File: config.mk
export PLATFORM = sky130hd
export DESIGN_NAME = sram_ctl
export DESIGN_NICKNAME = d
export VERILOG_FILES = /design/src/rtl/sram_ctl_pkg.sv /design/src/rtl/sram_ctl_timer.sv /design/src/rtl/sram_ctl_seq.sv /design/src/rtl/sram_ctl_lane.sv /design/src/rtl/sram_ctl.sv
export SDC_FILE = /design/constraint.sdc
export NUM_CORES = 1
export LEC_CHECK = 0
export ABC_AREA = 1
export CORE_MARGIN = 3
export CORE_UTILIZATION = 66
export DETAILED_ROUTE_END_ITERATION = 8
export DONT_BUFFER_PORTS = 1
export HOLD_SLACK_MARGIN = 0.15
export PLACE_DENSITY = 0.8
export SYNTH_ARGS = -nofsm -noshare
export SYNTH_HDL_FRONTEND = slang
export SYNTH_SLANG_ARGS = --single-unit
File: constraint.sdc
create_clock -name clk -period 3.9 [get_ports clk]
set_clock_uncertainty 0.15 [all_clocks]
set_input_delay 0.78 -clock clk [delete_from_list [all_inputs] [get_ports clk]]
set_output_delay 0.78 -clock clk [all_outputs]
set_load 0.03 [all_outputs]
File: src/rtl/sram_ctl_pkg.sv
package sram_ctl_pkg;

   typedef enum logic [2:0] {
      ST_IDLE  = 3'd0,
      ST_RD    = 3'd1,
      ST_TURN  = 3'd2,
      ST_WSET  = 3'd3,
      ST_WPUL  = 3'd4,
      ST_WHLD  = 3'd5
   } seq_st_e;

   typedef struct packed {
      logic ce_n;
      logic we_n;
      logic oe_n;
      logic drive;
   } strobe_t;

   localparam strobe_t STROBE_OFF = '{ce_n: 1'b1, we_n: 1'b1, oe_n: 1'b1, drive: 1'b0};

   function automatic strobe_t strobe_of(seq_st_e s);
      strobe_t r;
      r = STROBE_OFF;
      case (s)
         ST_RD:   begin r.ce_n = 1'b0; r.oe_n = 1'b0; end
         ST_WSET: begin r.ce_n = 1'b0; r.drive = 1'b1; end
         ST_WPUL: begin r.ce_n = 1'b0; r.we_n = 1'b0; r.drive = 1'b1; end
         ST_WHLD: begin r.ce_n = 1'b0; r.drive = 1'b1; end
         default: r = STROBE_OFF;
      endcase
      return r;
   endfunction

   function automatic logic in_access(seq_st_e s);
      return (s == ST_RD) || (s == ST_WSET) || (s == ST_WPUL) || (s == ST_WHLD);
   endfunction

endpackage

File: src/rtl/sram_ctl_timer.sv
module sram_ctl_timer #(
   parameter int CNT_W = 4
) (
   input  logic             clk,
   input  logic             rst_n,
   input  logic             load,
   input  logic [CNT_W-1:0] load_val,
   output logic             zero
);
   logic [CNT_W-1:0] cnt_q;

   always_ff @(posedge clk or negedge rst_n) begin
      if (!rst_n)
         cnt_q <= '0;
      else if (load)
         cnt_q <= load_val;
      else if (cnt_q != '0)
         cnt_q <= cnt_q - 1'b1;
   end

   assign zero = (cnt_q == '0);
endmodule

File: src/rtl/sram_ctl_seq.sv
module sram_ctl_seq
   import sram_ctl_pkg::*;
#(
   parameter int RD_CYC = 2,
   parameter int WR_CYC = 2,
   parameter int TA_CYC = 1,
   parameter int CNT_W  = 4
) (
   input  logic             clk,
   input  logic             rst_n,
   input  logic             fire,
   input  logic             is_write,
   input  logic             tmr_zero,
   output logic             tmr_load,
   output logic [CNT_W-1:0] tmr_val,
   output seq_st_e          state,
   output seq_st_e          state_nxt,
   output logic             capture
);
   localparam logic [CNT_W-1:0] RD_LD = CNT_W'(RD_CYC - 1);
   localparam logic [CNT_W-1:0] WR_LD = CNT_W'(WR_CYC - 1);
   localparam logic [CNT_W-1:0] TA_LD = CNT_W'(TA_CYC - 1);

   always_ff @(posedge clk or negedge rst_n) begin
      if (!rst_n)
         state <= ST_IDLE;
      else
         state <= state_nxt;
   end

   always_comb begin
      state_nxt = state;
      tmr_load  = 1'b0;
      tmr_val   = '0;
      case (state)
         ST_IDLE: if (fire) begin
            if (is_write) begin
               state_nxt = ST_WSET;
            end else begin
               state_nxt = ST_RD;
               tmr_load  = 1'b1;
               tmr_val   = RD_LD;
            end
         end
         ST_RD: if (tmr_zero) begin
            state_nxt = ST_TURN;
            tmr_load  = 1'b1;
            tmr_val   = TA_LD;
         end
         ST_TURN: if (tmr_zero) state_nxt = ST_IDLE;
         ST_WSET: begin
            state_nxt = ST_WPUL;
            tmr_load  = 1'b1;
            tmr_val   = WR_LD;
         end
         ST_WPUL: if (tmr_zero) state_nxt = ST_WHLD;
         ST_WHLD: state_nxt = ST_IDLE;
         default: state_nxt = ST_IDLE;
      endcase
   end

   assign capture = (state == ST_RD) && tmr_zero;
endmodule

File: src/rtl/sram_ctl_lane.sv
module sram_ctl_lane #(
   parameter int LANE_W = 8
) (
   input  logic              clk,
   input  logic              rst_n,
   input  logic              wr_load,
   input  logic [LANE_W-1:0] wr_byte,
   input  logic              capture,
   input  logic              lane_en,
   input  logic [LANE_W-1:0] pin_byte,
   output logic [LANE_W-1:0] drv_byte,
   output logic [LANE_W-1:0] rd_byte
);
   always_ff @(posedge clk or negedge rst_n) begin
      if (!rst_n) begin
         drv_byte <= '0;
         rd_byte  <= '0;
      end else begin
         if (wr_load) drv_byte <= wr_byte;
         if (capture) rd_byte <= lane_en ? pin_byte : '0;
      end
   end
endmodule

File: src/rtl/sram_ctl.sv
module sram_ctl
   import sram_ctl_pkg::*;
#(
   parameter int AW     = 16,
   parameter int DW     = 16,
   parameter int LANE_W = 8,
   parameter int RD_CYC = 2,
   parameter int WR_CYC = 2,
   parameter int TA_CYC = 1
) (
   input  logic                 clk,
   input  logic                 rst_n,
   input  logic                 req_valid,
   output logic                 req_ready,
   input  logic                 req_write,
   input  logic [AW-1:0]        req_addr,
   input  logic [DW/LANE_W-1:0] req_mask,
   input  logic [DW-1:0]        req_wdata,
   output logic                 rd_valid,
   output logic [DW-1:0]        rd_data,
   output logic                 mem_ce_n,
   output logic                 mem_we_n,
   output logic                 mem_oe_n,
   output logic [DW/LANE_W-1:0] mem_be_n,
   output logic [AW-1:0]        mem_addr,
   output logic [DW-1:0]        mem_dq_out,
   output logic                 mem_dq_oe,
   input  logic [DW-1:0]        mem_dq_in
);
   localparam int NB     = DW / LANE_W;
   localparam int MAXCYC = (RD_CYC > WR_CYC) ? ((RD_CYC > TA_CYC) ? RD_CYC : TA_CYC)
                                             : ((WR_CYC > TA_CYC) ? WR_CYC : TA_CYC);
   localparam int CNT_W  = (MAXCYC < 2) ? 1 : $clog2(MAXCYC);

   if (RD_CYC < 1 || WR_CYC < 1 || TA_CYC < 1) begin : g_bad_cyc
      $error("sram_ctl: cycle counts must be at least 1");
   end
   if (DW % LANE_W != 0) begin : g_bad_lane
      $error("sram_ctl: data width must be a whole number of lanes");
   end

   seq_st_e          state, state_nxt;
   logic             fire, tmr_load, tmr_zero, capture;
   logic [CNT_W-1:0] tmr_val;
   strobe_t          strb_q;
   logic [NB-1:0]    mask_q, be_n_q;
   logic [AW-1:0]    addr_q;
   logic             rd_valid_q;

   assign req_ready = (state == ST_IDLE);
   assign fire      = req_valid && req_ready;

   sram_ctl_timer #(.CNT_W(CNT_W)) timer_i (
      .clk(clk), .rst_n(rst_n), .load(tmr_load), .load_val(tmr_val), .zero(tmr_zero)
   );

   sram_ctl_seq #(
      .RD_CYC(RD_CYC), .WR_CYC(WR_CYC), .TA_CYC(TA_CYC), .CNT_W(CNT_W)
   ) seq_i (
      .clk(clk), .rst_n(rst_n), .fire(fire), .is_write(req_write),
      .tmr_zero(tmr_zero), .tmr_load(tmr_load), .tmr_val(tmr_val),
      .state(state), .state_nxt(state_nxt), .capture(capture)
   );

   always_ff @(posedge clk or negedge rst_n) begin
      if (!rst_n) begin
         strb_q     <= STROBE_OFF;
         mask_q     <= '0;
         be_n_q     <= '1;
         addr_q     <= '0;
         rd_valid_q <= 1'b0;
      end else begin
         strb_q     <= strobe_of(state_nxt);
         rd_valid_q <= capture;
         if (fire) begin
            mask_q <= req_mask;
            addr_q <= req_addr;
         end
         if (in_access(state_nxt))
            be_n_q <= ~(fire ? req_mask : mask_q);
         else
            be_n_q <= '1;
      end
   end

   for (genvar b = 0; b < NB; b++) begin : g_lane
      sram_ctl_lane #(.LANE_W(LANE_W)) lane_i (
         .clk(clk), .rst_n(rst_n),
         .wr_load(fire && req_write),
         .wr_byte(req_wdata[b*LANE_W +: LANE_W]),
         .capture(capture),
         .lane_en(mask_q[b]),
         .pin_byte(mem_dq_in[b*LANE_W +: LANE_W]),
         .drv_byte(mem_dq_out[b*LANE_W +: LANE_W]),
         .rd_byte(rd_data[b*LANE_W +: LANE_W])
      );
   end

   assign mem_ce_n  = strb_q.ce_n;
   assign mem_we_n  = strb_q.we_n;
   assign mem_oe_n  = strb_q.oe_n;
   assign mem_dq_oe = strb_q.drive;
   assign mem_be_n  = be_n_q;
   assign mem_addr  = addr_q;
   assign rd_valid  = rd_valid_q;
endmodule

==> impl_results.md <==
* Status: finished clean
* GR Overflow Total at 0
* Reg clk slew, reported paths at 100 ps
* Clk buf depth at 2
* Top cell type's share of synthesized area at 59.3%
* Layout area overhead at 6.03%
* I/O Buffers at 0
* Worst vdd ir at 0.000552 V
* Crit start category: flop
* Die Width at 65.8 µm
* Synth area leaders: dfrtp_1 59%, nand2_1 17%, o21ai_0 7.0%
* Final core utilization at 73.9%
* H-tree lvl count at 3
* Crit path kind: flop to primary output
* Final hold vios at 0
* Clock latency on the worst-skew pair at 380 ps
* CP endpoint kind: primary output
* Slowest cell on crit path: dfrtp_1
* Final min period at 2180 ps
* Design area at 2510 µm²
* Initial antenna violation count at 0
* CTS tree: built
* Req. time, crit path at 2970 ps
* Max Cap Viol at 0
* Placeable Area at 3390 µm²
* Max-slew violation count at 0
* Share of power burned in registers at 67.3%
* Sink Count at 61
* CTS Hold Bufs at 2
* Die Height at 65.8 µm
* DR pass1 iterations at 6
* Design Power at 2.57 mW
* RSZ-0062 raised after global routing: false
* Worst slew pin tran at 625 ps
* Post-cts repair resize count at 0
* Drt initial violations at 128
* Routed wire length at 4.72 mm
* Crit-path max cell delay at 460 ps
* Die Area at 4330 µm²
* Worst path bufs/invs at 1
* Worst path cell trace: nor2_4 -> nand2_1 -> inv_2
* Count of cell types in the netlist at 16
* Final setup fails at 0
* Starting density of the core at 69.7%
* Final RePlAce weighted congestion at 0.759
* YS warnings at 0
* Fillers at 243
* Final WS setup at 1720 ps
* Sw Share at 50.7%
* HP Class: primary input to flop
* PwrDens at 1020 nW/µm²
* Crit Path Max Fanout at 5
* Avg WL per Cell at 15.5 µm
* Int Power at 1.27 mW
* Post-CTS Setup Repair Bufs at 0
* Largest net degree at the start of global routing at 62
* Final period utilization at 55.8%
* Antenna Nets Post-Route at 0
* Io pins at 110
* DR vias at 1,653
* First-pass GRT wire length at 7.26 mm
* Crit path DAT at 1250 ps
* Sequential-to-total area share from yosys stat at 64.8%
* Mapped Cells at 253
* Cell Rows at 21
* Non-filler instance count after layout at 305
* Syn Std Cell Area at 2360 µm²
* Net count after synthesis at 307
* Leak pwr at 1.31 nW
* Yosys reg bits at 61
* Placed cell areas at 2350 µm²
* GRT Resource Usage Total at 23.2%
* Crit path max-delay family: flip-flops
* Mean Syn Cell Area at 9.34 µm²
* HPWL Detailed at 3.20 mm
* Placed instance count at 287
* Final #Nets at 308
* Vias in the first global route at 1,572
* Clk root buf: clkbuf_4
* Fmax at 0.460 GHz
* Ant. Diodes at 0
* Sw Pwr at 1.30 mW
* Share of layout cells above drive strength 1 at 9.27%
* Min Hold Slack at 342 ps
* Combinational share of power at 18.2%
* Vias per cell at 5.42
* Setup slack at placement at 1910 ps
* Total CTS buffers at 9
* Clock Power Share at 14.5%
* Setup TNS at 0 ps
* Post-synth top area cell: dfrtp_1
* Slew margin rel. at 58.3%
* Number of remaining DRC errors at 0
==> area by class of cell <==
type                            instances  area (µm²)  area share (%)
Sequential cell                        61        1530            61.2
Multi-Input combinational cell        154         666            26.6
Clock buffer                           15         110            4.39
Inverter                               26        97.6            3.89
Tap cell                               46        57.6            2.30
Timing Repair Buffer                    2        37.5            1.50
Clock inverter                          1        5.00           0.200
==> synthesized netlist by cell type <==
library cell and count:
clkbuf_1 6, nand4_1 4, nand3_2 3, nor2_4 1
nand3_1 6, o21ai_1 2, buf_4 2, o21ai_0 33
nor2_1 1, buf_6 2, buf_1 2, dfstp_2 5
dfrtp_1 56, nand2_1 104, inv_2 2, inv_1 24
==> logic make-up after synthesis <==
logic type,count (synthesis),share of synthesized area (%)
AO/OA/AOI/OAI,35,7.41
buffers and inverters,38,6.99
flip-flops,61,64.8
AND/OR/NAND/NOR,119,20.8
==> cells in the final DEF, fill, tap and decap left out <==
| cell type | n |
|---|---|
| clkinv_2 | 1 |
| nor2_4 | 1 |
| nor2_1 | 1 |
| inv_1 | 24 |
| nand3_2 | 3 |
| nand2_1 | 104 |
| dlygate4sd3_1 | 1 |
| clkbuf_4 | 9 |
| clkbuf_1 | 4 |
| clkbuf_8 | 2 |
| buf_16 | 1 |
| o21ai_0 | 33 |
| nand4_1 | 4 |
| inv_2 | 2 |
| o21ai_1 | 2 |
| dfrtp_1 | 56 |
| nand3_1 | 6 |
| dfstp_2 | 5 |
==> flip-flops by register name, summed over array words and instances (netlist names) <==
| name | cells |
|---|---|
| g_lane.lane_i.drv_byte | 16 |
| g_lane.lane_i.rd_byte | 16 |
| mem_addr | 16 |
| seq_i.state | 3 |
| mask_q | 2 |
| mem_be_n | 2 |
| mem_ce_n | 1 |
| mem_dq_oe | 1 |
| mem_oe_n | 1 |
| mem_we_n | 1 |
| rd_valid | 1 |
| timer_i.cnt_q | 1 |
==> worst paths after layout <==
check,start,endpoint,slack [ps],depth (start not counted)
worst min-delay path,req_wdata[6],g_lane[0].lane_i.drv_byte[6],340,2
worst max-delay path,seq_i.state[2],req_ready,1720,3
max in group asynchronous,rst_n,mem_oe_n,2530,2
worst min register to register,timer_i.cnt_q,mem_we_n,500,3
min in group asynchronous,rst_n,g_lane[1].lane_i.rd_byte[4],770,2
worst max register to register,seq_i.state[2],g_lane[1].lane_i.drv_byte[3],1930,7
==> power groups by stage <==
stage	clock network (mW)	registers [mW]	logic, mW
after global placement	0	1.73	0.420
final	0.373	1.73	0.467
after detailed placement	0	1.74	0.458
after global routing	0.412	1.77	0.554
after CTS	0.383	1.73	0.472
after floorplan	0	1.65	0.416
==> layer usage <==
| metal | routed length [µm] | track usage, % |
|---|---|---|
| met5 | 0 | 0 |
| met4 | 76 | 11.7 |
| met3 | 481 | 9.69 |
| met2 | 2280 | 35.4 |
| met1 | 1880 | 28.3 |
Power figures use the tool's default switching activity.
